**src/rtl/stereo_dither_dac.sv**
```systemverilog
module stereo_dither_dac #(
  parameter int FETCH_DIV = 1812,
  parameter int DITHER_DIV = 80,
  parameter int IDX_W = 11,
  parameter logic [31:0] TAPS_L = 32'hA400_0080,
  parameter logic [31:0] TAPS_R = 32'h80A0_1000
) (
  input  logic             clk,
  input  logic             rst,
  input  logic [4:0]       dither_shift,
  output logic [IDX_W-1:0] rd_addr,
  input  logic [15:0]      rd_data,
  output logic [IDX_W:0]   read_pos,
  output logic             pin_l,
  output logic             pin_r
);
  localparam int FW = $clog2(FETCH_DIV);
  localparam int DW = $clog2(DITHER_DIV);
  localparam logic [31:0] MID = 32'h8000_0000;

  function automatic logic [31:0] level(input logic [15:0] s);
    logic [31:0] u;
    u = 32'({~s[15], s[14:0]}) << 13;
    return (u << 2) + (u << 1) + u + 32'h1000_0000;
  endfunction

  logic [FW-1:0] fcnt;
  logic [DW-1:0] dcnt;
  logic ph2;
  logic [IDX_W-1:0] idx;
  logic [15:0] smp_l, smp_r;
  logic [31:0] lfsr_l, lfsr_r, inc_l, inc_r, acc_l, acc_r;

  wire ftick = fcnt == FW'(FETCH_DIV - 1);
  wire dtick = dcnt == DW'(DITHER_DIV - 1);
  wire [4:0] sh = (dither_shift < 5'd2) ? 5'd2 : dither_shift;
  wire [31:0] nl = {lfsr_l[30:0], ^(lfsr_l & TAPS_L)};
  wire [31:0] nr = {lfsr_r[30:0], ^(lfsr_r & TAPS_R)};
  wire [31:0] dl = 32'($signed(nl) >>> sh);
  wire [31:0] dr = 32'($signed(nr) >>> sh);

  assign rd_addr = ph2 ? idx + IDX_W'(2) : idx;

  always_ff @(posedge clk) begin
    if (rst) begin
      fcnt <= '0;
      dcnt <= '0;
      ph2 <= 1'b0;
      idx <= '0;
      read_pos <= '0;
      smp_l <= '0;
      smp_r <= '0;
      lfsr_l <= 32'd1;
      lfsr_r <= 32'd1;
      inc_l <= MID;
      inc_r <= MID;
      acc_l <= '0;
      acc_r <= '0;
      pin_l <= 1'b0;
      pin_r <= 1'b0;
    end else begin
      fcnt <= ftick ? '0 : fcnt + FW'(1);
      dcnt <= dtick ? '0 : dcnt + DW'(1);
      if (ftick) begin
        smp_l <= rd_data;
        ph2 <= 1'b1;
      end
      if (ph2) begin
        smp_r <= rd_data;
        ph2 <= 1'b0;
        idx <= idx + IDX_W'(4);
        read_pos <= {1'b0, idx} + (IDX_W+1)'(4);
      end
      if (dtick) begin
        lfsr_l <= nl;
        lfsr_r <= nr;
        inc_l <= level(smp_l) + dl;
        inc_r <= level(smp_r) + dr;
      end
      {pin_l, acc_l} <= {1'b0, acc_l} + {1'b0, inc_l};
      {pin_r, acc_r} <= {1'b0, acc_r} + {1'b0, inc_r};
    end
  end

  a_r1_reset_clears: assert property (@(posedge clk)
    rst |=> (read_pos == '0 && rd_addr == '0 && !pin_l && !pin_r));
  a_r3_pos_matches_addr: assert property (@(posedge clk) disable iff (rst)
    ph2 |=> rd_addr == read_pos[IDX_W-1:0]);
  a_r5_lfsr_alive: assert property (@(posedge clk) disable iff (rst)
    lfsr_l != '0 && lfsr_r != '0);
  a_r7_inc_held: assert property (@(posedge clk) disable iff (rst)
    !dtick |=> ($stable(inc_l) && $stable(inc_r)));
  a_r2_samples_held: assert property (@(posedge clk) disable iff (rst)
    (!ftick && !ph2) |=> ($stable(smp_l) && $stable(smp_r)));
endmodule

```
**config.mk**
```make
export PLATFORM = sky130hd
export DESIGN_NAME = stereo_dither_dac
export DESIGN_NICKNAME = d
export VERILOG_FILES = /design/src/rtl/stereo_dither_dac.sv
export SDC_FILE = /design/constraint.sdc
export NUM_CORES = 1
export LEC_CHECK = 0
export ABC_CLOCK_PERIOD_IN_PS = 13550
export BUFFER_PORTS_ARGS = -buffer_cell sky130_fd_sc_hd__buf_2
export CAP_MARGIN = 20
export CORE_MARGIN = 4
export CORE_UTILIZATION = 45
export CTS_CLUSTER_SIZE = 10
export DETAILED_ROUTE_END_ITERATION = 10
export MAX_ROUTING_LAYER = met4
export PLACE_DENSITY = 0.72
export SLEW_MARGIN = 40
export SYNTH_ARGS = -nofsm -noshare
export SYNTH_HDL_FRONTEND = slang
export SYNTH_SLANG_ARGS = --single-unit
```
**constraint.sdc**
```tcl
create_clock -name clk -period 13.55 [get_ports clk]
set_input_delay 2.0325 -clock clk [delete_from_list [all_inputs] [get_ports clk]]
set_output_delay 2.0325 -clock clk [all_outputs]
set_load 0.03 [all_outputs]
```
==> Yosys cells after proc, flatten, opt, wreduce, memory -nomap -nowiden <==
Cells that the tools add are included.
{ "totals": {"register_bits": 268, "input_bits": 23, "out_inout_bits": 25, "word_cells": 45} }
{ "op_classes": {"n_addsub": 15, "order_cmp": 1, "eq_ne": 2, "shift": 2, "mux": 3, "n_bitwise": 2, "reduce_logical": 5} }
{ "ops": {"columns": ["cell", "count"], "rows": [
  ["adder 32 x 32 -> 33 bit", 2],
  ["adder 31 x 30 -> 32 bit", 2],
  ["adder 32 x 29 -> 32 bit", 2],
  ["adder 32 x 29 -> 32 bit (second input constant)", 2],
  ["adder 32 bit", 2],
  ["parity 32 bit", 2],
  [">>> shifter 32 x 5 -> 32 bit", 2],
  ["adder 11 x 3 -> 12 bit (second input constant)", 1],
  ["adder 11 x 1 -> 11 bit (second input constant)", 1],
  ["adder 11 x 2 -> 11 bit (second input constant)", 1],
  ["adder 11 x 3 -> 11 bit (second input constant)", 1],
  ["equality test 11 bit (second input constant)", 1],
  ["2-to-1 mux 11 bit", 1],
  ["adder 7 x 1 -> 7 bit (second input constant)", 1],
  ["equality test 7 bit (second input constant)", 1],
  ["OR reduction 2 bit", 3],
  ["less-than comparator 5 x 2 -> 1 bit (second input constant)", 1],
  ["2-to-1 mux 5 bit", 1],
  ["NOT 1 bit", 2],
  ["2-to-1 mux 1 bit", 1]
]} }

==> Logic depth before layout (Yosys ltp) <==
{ "logic_depth": {"word_depth": 5, "mapped_depth": 25, "depth_no_buf": 21} }

==> Least setup slack after synthesis <==
Ideal clock, no wire load.
{ "synth_path": {"kind": "input-to-reg", "from": "input port dither_shift[1]", "to": "register inc_l[30]", "setup_ps": 123, "arrival_ps": 6679, "path_slack_ps": 6748, "stages": 25, "path_cell_list": "buf_6 o41a_1 buf_6 buf_4 buf_2 buf_2 mux2i_1 a32oi_1 o21ai_0 nand2_1 o21ai_0 o21a_1 fa_1 inv_1 ha_1 ha_1 inv_1 fa_1 nor2b_1 o21ai_0 a21boi_0 o21ai_0 a2111oi_0 nor3_1 nand3b_1"} }
{ "synth_via": {"elab_chain_cells": 4} }
{ "synth_rtl": {"columns": ["item", "line_no", "text"], "rows": [
  ["start: declaration", "10", "input logic [4:0] dither_shift,"],
  ["less-than comparator 5 x 2 -> 1 bit", "36", "wire [4:0] sh = (dither_shift < 5'd2) ? 5'd2 : dither_shift;"],
  ["2-to-1 mux 5 bit (*)", "36", null],
  [">>> shifter 32 x 5 -> 32 bit (*)", "39", "wire [31:0] dl = 32'($signed(nl) >>> sh);"],
  ["adder 32 bit (*)", "77", "inc_l <= level(smp_l) + dl;"],
  ["end signal: assignment", "77", null],
  ["end: declaration", "32", "logic [31:0] lfsr_l, lfsr_r, inc_l, inc_r, acc_l, acc_r;"]
]} }
Every way passes the cells marked *; elsewhere a longest branch is shown, timed or not.
A chain may end at the register's enable or synchronous reset.

==> Worst setup path in the final report <==
Ends and elaborated chain as after synthesis.

==> results.toml <==
[run_status]
status = "finished clean"

[synthesis]
avgSynthCellArea_um2 = 8.250
synth-xor-area-share_pct = 3.735
syn_area_um2 = 19230
synth_top_family_by_area = "compound AO/OA/AOI/OAI gates"
synth_fa_ha_area_share_pct = 15.97
synth-main-ff-cell = "dfxtp_1"
async_flop_share_pct = 0
yosysSeqAreaShare_pct = 26.55
synthCells = 2331
synthSimpleGateAreaFrac_pct = 16.47
synth-compound-area-share_pct = 19.16
muxShareOfSynthArea_pct = 11.65
yosysWarnings = 0
synth.distinct_cells = 79
synth_seq_cells = 255
synth_edf_count = 0

[clock_network]
clkTransAtPathRegs_ps = 60
cts_setup_buffers = 0
clk_path_buf_depth = 3
cts_resized = 0
htreeDepth = 1
clock_latency_ps = 570
numClockSinks = 255
cts_root_buf = "clkbuf_16"
cts_buffers = 31
cts_tree = "yes"
cts_hold_buf = 0

[sta]
rsz0062_at_grt = "no"
max_freq_mhz = 131.3
fin_hold_ws_ps = 453.6
setup_tns_ps = 0
fin_crit_sh_pct = 56.20
slew_headroom_pct = 42.91
fin_ws_ps = 5935
setup_viol = 0
hold_viol = 0
clock_skew_ps = 19.67
worstMarginPinSlew_ps = 853.2
min_period_ps = 7615
finalMaxSlewViolations = 0

[route]
dr.pass1.iters = 5
initialDrtViolationCount = 1391
wirelength_um = 53340
via_per_inst = 5.870
wire_per_inst_um = 18.84
drcViolationCount = 0
vias = 16625
ant_nets = 0

[pwr]
finalPower_mw = 1.624
total_leakage_power_nw = 8.796
p_per_area_nw_per_um2 = 79.27
vdd_ir_drop_max_uv = 85.26

[critical_path]
slowest_delay_ps = 670
cp-end-kind = "flip-flop"
cp_cell_sequence = "buf_2, buf_4, clkinv_1, nand2_8, mux2i_1, mux2i_1, mux2i_1, mux4_2, fa_1, inv_1, fa_1, ha_1, ha_1, inv_1, fa_1, nor2b_1, o21ai_0, a21boi_0, o21ai_0, a2111oi_0, nor3_1, nand3b_1"
cp_slowest_cell = "clkinv_1"
crit_arrival_ps = 8050
crit_buf_inv = 5
cp-start-kind = "input port"
critPathKind = "in2reg"
cp_max_fo = 43
critPathTopFamily = "adder cells"
cp_data_required_time_ps = 13990

[placed_design]
place_congestion = 0.9939
dp_slack_ps = 5460
dp_hpwl_um = 39730
io_buffers = 44
place_area_um2 = 19630

[floorplanning]
dieArea_um2 = 46100
ios = 48
rows = 75
die_y_um = 214.7
start_util_pct = 45.64
core_area_um2 = 42130
die-width_um = 214.7

[layout]
areaGrowthSynthToFinish_pct = 6.526
drive_gt1_share_pct = 7.632
n_antenna_cell = 0
nets = 2515
fin_area_um2 = 20480
num-fill-cells = 4049

[global_routing]
grt_max_degree = 87
antenna_found_initial = 0
grt.overflow.total = 0
grt_pass1_vias = 15931
grt_pass1_wl_um = 86830
grt_use_total_pct = 23.19

[run]
maxCapViolCount = 0

[min_path]
hold_class = "reg2reg"
## cell type report
class                           instances  area (µm²)  area share, %
Multi-Input combinational cell       1784       12900          63.00
Tap cell                              539       674.4          3.292
Clock inverter                          5       27.53         0.1344
Timing Repair Buffer                   63       385.4          1.881
Clock buffer                           36       824.5          4.025
Inverter                              150       563.0          2.749
Sequential cell                       255        5105          24.92
## through the flow
stage	util (%)	std cells
finish	48.62	2832
floorplan	-	2333
detailed placement	46.58	2791
CTS	48.61	2832
global placement	46.53	2790
global route	48.62	2832
## state kept, by name (all words and copies together) (netlist names)
| register | count |
|---|---|
| acc_l | 32 |
| ph2 | 1 |
| smp_r | 16 |
| inc_r | 32 |
| fcnt | 11 |
| read_pos | 2 |
| acc_r | 32 |
| dcnt | 7 |
| pin_r | 1 |
| lfsr_r | 32 |
| idx | 8 |
| inc_l | 32 |
| lfsr_l | 32 |
| smp_l | 16 |
| pin_l | 1 |
## placed cells by master, fill, tap and decap left out, types with 10 or more instances in the layout
cell type	count
nand2_1	333
dfxtp_1	255
nor2_1	210
a21oi_1	194
inv_1	148
ha_1	143
mux2i_1	127
o21ai_0	114
fa_1	64
xnor2_1	45
nand3_1	44
buf_2	43
xor2_1	37
a21o_1	36
a211oi_1	33
mux4_2	31
clkbuf_16	31
a31oi_1	30
nor3_1	28
nor2b_1	25
mux2_2	24
o211ai_1	20
o21a_1	17
and3_1	17
buf_4	17
nand4_1	14
o22ai_1	13
or3_1	12
a21boi_0	12
a221oi_1	12
o21bai_1	11
nand2b_1	10
## worst register-to-register path: stages, from the launching register on
cell	delay (ps)
dfxtp_1	830
mux2_2	290
nor2_1	40
a31oi_1	160
o21ai_0	250
mux2i_1	340
o21ai_0	150
fa_1	500
inv_1	40
ha_1	270
ha_1	190
inv_1	60
fa_1	410
nor2b_1	140
o21ai_0	110
a21boi_0	350
o21ai_0	220
a21oi_1	280
or3_1	160
nand3_1	70
## path summary, 6_finish.rpt
kind	from	to	slack [ps]	cells past startpoint
max	dither_shift[1]	inc_l[30]	5930	22
min	dcnt[0]	dcnt[0]	450	1
max reg2reg	lfsr_r[30]	inc_r[30]	8540	19
min reg2reg	dcnt[0]	dcnt[0]	450	1
## per-layer routing
metal,vias up,track usage [%],wire length [µm]
met2,529,36.33,24130
met5,-,-,0
met1,7934,31.77,24450
li1,8075,-,-
met3,87,4.054,3553
met4,0,4.820,1209
## kinds of logic (layout without fill, tap and decap cells)
family	count (synthesis)	count (layout)
buf+inv	294	254
other cells	1	3
xor+xnor	82	82
flops	255	255
simple gates	730	730
fa+ha+maj	207	207
compound gates	580	580
mux	182	182
## where the power goes
part           internal [mW]  switching [mW]
clock network          0.421           0.313
registers              0.754         0.00202
logic                 0.0430          0.0915
## Yosys cell counts (5+ instances only)
cell | count | area, µm²
nand2_1 | 333 | 1250
dfxtp_1 | 255 | 5105
nor2_1 | 211 | 792.0
a21oi_1 | 194 | 970.9
inv_1 | 148 | 555.5
ha_1 | 143 | 1789
mux2i_1 | 127 | 1271
o21ai_0 | 114 | 570.6
clkbuf_1 | 94 | 352.8
fa_1 | 64 | 1281
xnor2_1 | 45 | 394.1
nand3_1 | 44 | 220.2
xor2_1 | 37 | 324.1
a21o_1 | 36 | 270.3
a211oi_1 | 33 | 247.7
mux4_2 | 31 | 698.2
a31oi_1 | 30 | 187.7
nor3_1 | 28 | 140.1
nor2b_1 | 25 | 156.4
mux2_2 | 24 | 270.3
buf_4 | 20 | 150.1
o211ai_1 | 20 | 150.1
buf_1 | 18 | 67.56
and3_1 | 17 | 106.4
o21a_1 | 17 | 127.6
nand4_1 | 14 | 87.58
o22ai_1 | 13 | 81.33
a21boi_0 | 12 | 90.09
a221oi_1 | 12 | 105.1
or3_1 | 12 | 75.07
o21bai_1 | 11 | 82.58
nand2b_1 | 10 | 62.56
a211o_1 | 9 | 78.83
o2111ai_1 | 9 | 78.83
o221ai_1 | 9 | 78.83
nor3b_1 | 8 | 60.06
and2_1 | 6 | 37.54
buf_2 | 6 | 30.03
o31ai_1 | 6 | 45.04
buf_6 | 5 | 56.30
o31a_1 | 5 | 43.79
No activity file was read; power rests on OpenSTA's default activity.
